## src/rtl/dlf_pkg.sv

```systemverilog
package dlf_pkg;
  typedef struct packed {
    logic long_addr;
    logic swap;
    logic word;
  } dlf_cfg_t;

  localparam dlf_cfg_t CFG_RESET = '{long_addr: 1'b1, swap: 1'b0, word: 1'b0};
endpackage

```

## src/rtl/dlf_cfg_reg.sv

```systemverilog
module dlf_cfg_reg
  import dlf_pkg::*;
(
  input  logic     clk,
  input  logic     rst_n,
  input  logic     wr,
  input  dlf_cfg_t din,
  output dlf_cfg_t q
);
  always_ff @(posedge clk or negedge rst_n) begin
    if (!rst_n)  q <= CFG_RESET;
    else if (wr) q <= din;
  end
endmodule

```

## src/rtl/dlf_addr_seq.sv

```systemverilog
module dlf_addr_seq
  import dlf_pkg::*;
#(
  parameter int AW = 16,
  parameter int CW = 16
) (
  input  logic          clk,
  input  logic          rst_n,
  input  logic          ld,
  input  logic [AW-1:0] ld_lo,
  input  logic [AW-1:0] ld_hi,
  input  logic [CW-1:0] ld_cnt,
  input  dlf_cfg_t      ld_cfg,
  input  logic          adv,
  output logic          busy,
  output logic          done,
  output dlf_cfg_t      act_cfg,
  output logic [AW-1:0] lo_q,
  output logic [AW-1:0] hi_q,
  output logic [CW-1:0] cnt_q
);
  logic [CW-1:0] step_c;
  logic [AW-1:0] step_a;

  assign step_c = act_cfg.word ? CW'(2) : CW'(1);
  assign step_a = act_cfg.word ? AW'(2) : AW'(1);

  always_ff @(posedge clk or negedge rst_n) begin
    if (!rst_n) begin
      busy    <= 1'b0;
      done    <= 1'b0;
      act_cfg <= CFG_RESET;
      lo_q    <= '0;
      hi_q    <= '0;
      cnt_q   <= '0;
    end else if (ld) begin
      busy    <= (ld_cnt != '0);
      done    <= (ld_cnt == '0);
      act_cfg <= ld_cfg;
      lo_q    <= ld_lo;
      hi_q    <= ld_hi;
      cnt_q   <= ld_cnt;
    end else if (adv) begin
      lo_q <= lo_q + step_a;
      if (cnt_q <= step_c) begin
        cnt_q <= '0;
        busy  <= 1'b0;
        done  <= 1'b1;
      end else begin
        cnt_q <= cnt_q - step_c;
      end
    end
  end
endmodule

```

## src/rtl/dlf_lane_steer.sv

```systemverilog
module dlf_lane_steer #(
  parameter int LW = 8
) (
  input  logic          word,
  input  logic          swap,
  input  logic [2*LW-1:0] din,
  output logic [2*LW-1:0] dout
);
  localparam int NL = 2;

  for (genvar g = 0; g < NL; g++) begin : g_lane
    localparam int OTHER = NL - 1 - g;
    always_comb begin
      if (!word)     dout[g*LW +: LW] = (g == 0) ? din[LW-1:0] : '0;
      else if (swap) dout[g*LW +: LW] = din[OTHER*LW +: LW];
      else           dout[g*LW +: LW] = din[g*LW +: LW];
    end
  end
endmodule

```

## src/rtl/dma_lane_formatter.sv

```systemverilog
module dma_lane_formatter
  import dlf_pkg::*;
#(
  parameter int AW = 16,
  parameter int CW = 16,
  parameter int LW = 8,
  localparam int DW = 2 * LW,
  localparam int FW = 2 * AW
) (
  input  logic          clk,
  input  logic          rst_n,
  input  logic          cfg_wr,
  input  logic          cfg_word,
  input  logic          cfg_swap,
  input  logic          cfg_long,
  input  logic          ld_valid,
  input  logic [AW-1:0] ld_start_lo,
  input  logic [AW-1:0] ld_start_hi,
  input  logic [CW-1:0] ld_count,
  input  logic          in_valid,
  output logic          in_ready,
  input  logic [DW-1:0] in_data,
  output logic          bus_valid,
  input  logic          bus_ready,
  output logic [FW-1:0] bus_addr,
  output logic [DW-1:0] bus_data,
  output logic          busy,
  output logic          done
);
  dlf_cfg_t      cfg_q;
  dlf_cfg_t      cfg_in;
  dlf_cfg_t      act_cfg;
  logic [AW-1:0] lo_q;
  logic [AW-1:0] hi_q;
  logic [CW-1:0] cnt_q;
  logic          hs;

  assign cfg_in = '{long_addr: cfg_long, swap: cfg_swap, word: cfg_word};

  dlf_cfg_reg i_cfg (
    .clk (clk),
    .rst_n (rst_n),
    .wr  (cfg_wr),
    .din (cfg_in),
    .q   (cfg_q)
  );

  assign in_ready  = busy & bus_ready & ~ld_valid;
  assign bus_valid = busy & in_valid & ~ld_valid;
  assign hs        = in_valid & in_ready;

  dlf_addr_seq #(.AW(AW), .CW(CW)) i_seq (
    .clk     (clk),
    .rst_n   (rst_n),
    .ld      (ld_valid),
    .ld_lo   (ld_start_lo),
    .ld_hi   (ld_start_hi),
    .ld_cnt  (ld_count),
    .ld_cfg  (cfg_q),
    .adv     (hs),
    .busy    (busy),
    .done    (done),
    .act_cfg (act_cfg),
    .lo_q    (lo_q),
    .hi_q    (hi_q),
    .cnt_q   (cnt_q)
  );

  assign bus_addr = {act_cfg.long_addr ? hi_q : '0,
                     lo_q[AW-1:1], lo_q[0] & ~act_cfg.word};

  dlf_lane_steer #(.LW(LW)) i_steer (
    .word (act_cfg.word),
    .swap (act_cfg.swap),
    .din  (in_data),
    .dout (bus_data)
  );
endmodule

```

## config.mk

```make
export PLATFORM = sky130hd
export DESIGN_NAME = dma_lane_formatter
export DESIGN_NICKNAME = d
export VERILOG_FILES = /design/src/rtl/dlf_pkg.sv /design/src/rtl/dlf_cfg_reg.sv /design/src/rtl/dlf_addr_seq.sv /design/src/rtl/dlf_lane_steer.sv /design/src/rtl/dma_lane_formatter.sv
export SDC_FILE = /design/constraint.sdc
export NUM_CORES = 1
export LEC_CHECK = 0
export BUFFER_PORTS_ARGS = -buffer_cell sky130_fd_sc_hd__buf_2
export CAP_MARGIN = 20
export CORE_AREA = 2 2 94 96
export CTS_CLUSTER_DIAMETER = 60
export CTS_CLUSTER_SIZE = 20
export DETAILED_ROUTE_END_ITERATION = 12
export DIE_AREA = 0 0 96 98
export PLACE_DENSITY = 0.63
export SLEW_MARGIN = 20
export SYNTH_ARGS = -nofsm -noshare
export SYNTH_HDL_FRONTEND = slang
export SYNTH_SLANG_ARGS = --single-unit
```

## constraint.sdc

```tcl
create_clock -name clk -period 4.2 [get_ports clk]
set_input_delay 0.63 -clock clk [delete_from_list [all_inputs] [get_ports clk]]
set_output_delay 0.63 -clock clk [all_outputs]
set_load 0.02 [all_outputs]
```

==> results of run 1 <==
-- power by group --
part,internal [W],switching (W)
clock,0.000181,0.000178
sequential,0.000595,0.0000575
combinational,0.000159,0.000206
total,0.000934,0.000441
-- cell usage in the layout, fill, tap and decap left out, types with 8 or more instances in the layout --
cell type and count:
dfrtp_1 54, xnor2_1 12, o21ai_0 27, buf_2 124
nor2_1 25, nand2_1 34, mux2_2 29, and2_1 17
nand3_1 8, mux2i_1 9, inv_1 8
-- synthesized netlist by cell type, drive strengths merged, types with 3 or more instances --
library cell | count | area, um2
nand2 | 35 | 134
buf | 15 | 113
nor4 | 9 | 77.6
xor2 | 6 | 52.6
and3 | 6 | 37.5
xnor2 | 12 | 105
mux2i | 9 | 90.1
a22oi | 3 | 22.5
inv | 8 | 30.0
a21oi | 7 | 35.0
a2bb2oi | 3 | 26.3
a211oi | 3 | 22.5
nand3 | 8 | 40.0
and2 | 17 | 106
mux2 | 29 | 327
or4 | 3 | 22.5
nor3 | 5 | 25.0
o21ai | 29 | 149
ha | 4 | 50.1
nor2 | 25 | 93.8
clkbuf | 11 | 41.3
dfrtp | 54 | 1350
-- critical path, stage by stage, from the launching register on --
cell      delay (ns)
dfrtp_1         0.44
clkinv_1        0.24
ha_1            0.24
inv_1           0.07
fa_1            0.45
and4b_1         0.33
and4b_1         0.32
and3_1          0.23
a211oi_1        0.08
a311oi_1        0.24
-- flip-flops by register name, summed over array words and instances (netlist names) --
register,flops
i_cfg.q,3
i_seq.act_cfg,3
i_seq.busy,1
i_seq.cnt_q,16
i_seq.done,1
i_seq.hi_q,16
i_seq.lo_q,16
-- logic make-up (layout without fill, tap and decap cells) --
logic type	after synthesis	in the layout
multiplexers	38	38
flip-flops	56	56
adder cells (fa/ha/maj)	6	6
buffers and inverters	35	143
AO/OA/AOI/OAI	55	55
XOR/XNOR	18	18
AND/OR/NAND/NOR	124	124
-- final cells by class --
class / instances / area, um2 / share of cell area
clock inverters: 2 / 38.8 / 0.00973
repair buffers: 126 / 636 / 0.159
well taps: 108 / 135 / 0.0339
multi-input cells: 241 / 1670 / 0.418
flip-flops and latches: 56 / 1400 / 0.352
inverters: 9 / 33.8 / 0.00847
clock buffers: 6 / 72.6 / 0.0182
-- how the worst max path moves through the flow --
| stage | from | end | slack [ns] | cells after the start |
|---|---|---|---|---|
| finish | i_seq.act_cfg[0] | i_seq.lo_q[12] | 1.47 | 9 |
| global route | i_seq.act_cfg[0] | i_seq.lo_q[12] | 1.23 | 9 |
| CTS | i_seq.act_cfg[0] | i_seq.lo_q[12] | 1.46 | 9 |
| detailed placement | i_seq.act_cfg[0] | i_seq.lo_q[12] | 1.49 | 9 |
| global placement | ld_valid | in_ready | 1.54 | 4 |
| floorplan | i_seq.act_cfg[0] | i_seq.lo_q[12] | 1.60 | 9 |
-- routing by layer --
metal	routed length (um)	vias up
li1	-	1370
met1	3520	1340
met2	3630	83
met3	605	2
met4	28	0
met5	0	-
-- stage by stage --
stage	setup WS, ns	hold slack [ns]	area (um2)	util	cells
floorplan	1.60	0.334	3260	-	332
finish	1.47	0.461	3990	0.471	548
global route	1.23	0.516	3990	0.471	548
global placement	1.54	0.474	3880	0.458	540
detailed placement	1.49	0.492	3880	0.458	540
CTS	1.46	0.480	3990	0.471	548
==> flow_summary.json, run 1 <==
{
  "grt_first_pass_wirelength_um": 12600,
  "cts_buffer_depth": 2,
  "n_antenna_cell": 0,
  "yosys_most_used_dff": "dfrtp_1",
  "initial_core_util": 0.385,
  "gr-usage-met2": 0.263,
  "syn_to_final_growth_pct": 22.3,
  "drc": 0,
  "fmax_mhz": 366,
  "ios": 125,
  "rsz0062_at_grt": "false",
  "antenna_found_initial": 0,
  "worst_slew_pin_slew_ns": 0.738,
  "grt_most_used_layer": "met2",
  "synth_top_family_by_area": "simple AND/OR/NAND/NOR gates",
  "clkLatencyLatePin_ns": 0.30,
  "cts_resized": 0,
  "clock-root-buffer": "clkbuf_8",
  "worstRegToRegCells": 9,
  "setup_viol": 0,
  "synth_edf_count": 0,
  "met3_usage": 0.0494,
  "nNetsFinal": 518,
  "cts.sinks": 56,
  "cts_tree": "built",
  "synthAdderAreaFrac": 0.0276,
  "cp-end-kind": "flip-flop",
  "finalClockSkew_ns": 0.00530,
  "nFillCells": 812,
  "cp_max_fo": 13,
  "relSlewSlack": 0.508,
  "arrival_ns": 2.95,
  "io_buffers": 124,
  "hold_viol": 0,
  "die_h_um": 98,
  "drt_pre_antenna_iters": 4,
  "leakagePower_nw": 1.86,
  "vias": 2795,
  "p_total_w": 0.00138,
  "avgRoutedWirePerCell_um": 14.2,
  "path_class": "reg2reg",
  "synth_warnings": 0,
  "powerDensity_nw_per_um2": 345,
  "grt_start_max_net_pins": 57,
  "first_global_vias": 2603,
  "synth_mux_area_frac": 0.128,
  "rows": 34,
  "syn_area_per_cell_um2": 9.82,
  "overflow": 0,
  "drive_gt1_frac": 0.391,
  "status": "finished, final reports clean",
  "worstReg2RegStart": "i_seq.act_cfg[0]",
  "synth_cell_type_count": 51,
  "yosys_register_bits": 56,
  "max-cap-violations": 0,
  "syn_nets": 411,
  "gp_congestion": 0.889,
  "clk_pin_slew_ns": 0.10,
  "r2r-end": "i_seq.lo_q[12]",
  "tns_ns": 0,
  "cp_data_required_time_ns": 4.41,
  "synth_xor_area_frac": 0.0484,
  "drtAntennaViolNets": 0,
  "die_w_um": 96,
  "totalWireLength_um": 7780,
  "yosys.area_share.simple": 0.205,
  "coreArea_um2": 8470,
  "grt_use_met1": 0.230,
  "synthArstFlopShare": 1.00,
  "seq_area_frac_synth": 0.431,
  "period_needed_ns": 2.73,
  "cts_hold_buffers": 0,
  "slew_viol_final": 0,
  "first_iter_violations": 162,
  "synth_compound_area_frac": 0.102,
  "grtUsageTotal": 0.166,
  "syn_area_um2": 3260,
  "hold_path_class": "in2async",
  "dp_hpwl_um": 5860,
  "finalCritPeriodShare": 0.651,
  "cts_setup_buffers": 0,
  "via_per_inst": 5.10,
  "cts_made_buffers": 5,
  "rrSetupSlack_ns": 1.47,
  "peakVddDrop_mv": 0.195,
  "die_area_um2": 9410,
  "cts_max_level": 2,
  "start_kind": "flip-flop",
  "synthesis.instances": 332
}
Power figures use the tool's default switching activity.
==> run 2, diff against run 1 <==
==> constraint.sdc (replaced) <==
create_clock -name clk -period 2.6 [get_ports clk]
set_input_delay 0.39 -clock clk [delete_from_list [all_inputs] [get_ports clk]]
set_output_delay 0.39 -clock clk [all_outputs]
set_load 0.02 [all_outputs]
==> run 2 against run 1 <==
Against the previous run: die area did not move; cell area rose by 1.8%; total power rose by 63%; clock skew rose by 0.010 ns; first-iteration DRC count fell by 52%; routed wire length rose by 1.7%; critical path depth did not move; sequential cell count did not move; final cell count rose by 1.5%; combinational power rose by 67%; critical endpoint unchanged; largest power group unchanged.
==> flow_summary.json, run 2 (same netlist as run 1, synthesis figures left out) <==
{
  "status": "finished, final reports clean",
  "overflow": 0,
  "coreArea_um2": 8470,
  "max-cap-violations": 0,
  "via_per_inst": 5.13,
  "finalCritPeriodShare": 0.937,
  "cp_max_fo": 5,
  "grt_first_pass_wirelength_um": 13200,
  "initial_core_util": 0.385,
  "drt_pre_antenna_iters": 4,
  "syn_to_final_growth_pct": 24.5,
  "hold_path_class": "in2async",
  "crit_start": "i_seq.act_cfg[0]",
  "cts.sinks": 56,
  "cts_buffer_depth": 2,
  "vias": 2854,
  "final_cell_mix": "buf_2 (124), dfrtp_1 (53), nand2_1 (34)",
  "die_area_um2": 9410,
  "arrival_ns": 2.65,
  "clock-root-buffer": "clkbuf_8",
  "nFillCells": 806,
  "rows": 34,
  "clk_pin_slew_ns": 0.11,
  "gp_congestion": 0.851,
  "drc": 0,
  "slew_viol_final": 0,
  "first_iter_violations": 78,
  "io_buffers": 124,
  "grtUsageTotal": 0.173,
  "die_h_um": 98,
  "p_total_w": 0.00225,
  "drive_gt1_frac": 0.413,
  "top_regs": "i_seq.cnt_q x16, i_seq.hi_q x16, i_seq.lo_q x16",
  "hold_viol": 0,
  "leakagePower_nw": 1.89,
  "area.sequential_um2": 1410,
  "antenna_found_initial": 0,
  "cts_tree": "built",
  "setup_viol": 0,
  "start_kind": "flip-flop",
  "rsz0062_at_grt": "false",
  "finalClockSkew_ns": 0.0153,
  "avgRoutedWirePerCell_um": 14.2,
  "cts_hold_buffers": 0,
  "multi_input_area_um2": 1670,
  "final_cells": 556,
  "peakVddDrop_mv": 0.301,
  "drtAntennaViolNets": 0,
  "dp.cells": 546,
  "n_antenna_cell": 0,
  "dp_hpwl_um": 6100,
  "worst_slew_pin_slew_ns": 0.569,
  "pre_cts_ws_ns": 0.0831,
  "cts_max_level": 2,
  "period_needed_ns": 2.44,
  "hold-worst-slack_ns": 0.0277,
  "powerDensity_nw_per_um2": 554,
  "cp-end-kind": "flip-flop",
  "ios": 125,
  "nNetsFinal": 526,
  "cp_data_required_time_ns": 2.81,
  "relSlewSlack": 0.617,
  "setup_slack_ns": 0.163,
  "fmax_mhz": 410,
  "totalWireLength_um": 7910,
  "cts_made_buffers": 5,
  "tns_ns": 0,
  "grt_start_max_net_pins": 34,
  "final_common_cell": "buf_2",
  "clkLatencyLatePin_ns": 0.31,
  "first_global_vias": 2799,
  "die_w_um": 96,
  "worstReg2RegStart": "i_seq.act_cfg[0]",
  "path_class": "reg2reg"
}
run 2: cell count changes in the layout (fill, tap and decap cells not counted):
cell,delta
clkinvlp_4,+1
clkinv_1,-1
ha_1,-1
and4b_2,+2
ha_2,+1
dfrtp_1,-1
dfrtp_2,+1
and4b_1,-2
buf_4,+8
run 2: timing repair:
item | in CTS | in global routing
buffers inserted | 0 | 2
resized for setup | 0 | 5
endpoints found under the hold margin | 0 | 0
endpoints found under the setup margin | 0 | 2
run 2: final timing paths:
path	slack, ns	endpoint	cells after the start
setup / recovery	0.16	i_seq.lo_q[12]	9
hold / removal	0.03	i_seq.cnt_q[7]	1
setup reg to reg	0.16	i_seq.lo_q[12]	9
hold reg to reg	0.51	i_seq.done	1
max in group asynchronous	1.90	i_seq.act_cfg[0]	2
min in group clk	0.28	i_seq.lo_q[0]	3
run 2: layout make-up:
cell class | count | area share
well taps | 108 | 0.0333
inverters | 9 | 0.00925
repair buffers | 134 | 0.171
clock buffers | 6 | 0.0179
clock inverters | 2 | 0.00956
flip-flops and latches | 56 | 0.346
multi-input cells | 241 | 0.412
run 2: layer usage:
layer | up-vias | share of wire | track usage
li1 | 1385 | - | -
met1 | 1379 | 0.45 | 0.234
met2 | 83 | 0.46 | 0.275
met3 | 7 | 0.078 | 0.0509
met4 | 0 | 0.0099 | 0.0396
met5 | - | 0 | 0
run 2: report_power, final:
part	switching [W]	internal [W]	total, W	leakage (nW)
clock	0.000293	0.000292	0.000585	0.0558
sequential	0.0000927	0.000961	0.00105	0.658
combinational	0.000338	0.000271	0.000609	1.18
total	0.000723	0.00152	0.00225	1.89
run 2: critical path, cell delays in order (launching register included):
cell and delay (ns):
dfrtp_2 0.43, clkinvlp_4 0.11, ha_2 0.19, inv_1 0.06, fa_1 0.45, and4b_2 0.30, and4b_2 0.29, and3_1 0.20
a211oi_1 0.08, a311oi_1 0.24
run 2: metrics by stage:
stage	util	area, um2
finish	0.479	4060
global route	0.479	4060
CTS	0.476	4030
detailed placement	0.463	3920
global placement	0.463	3920
floorplan	-	3260
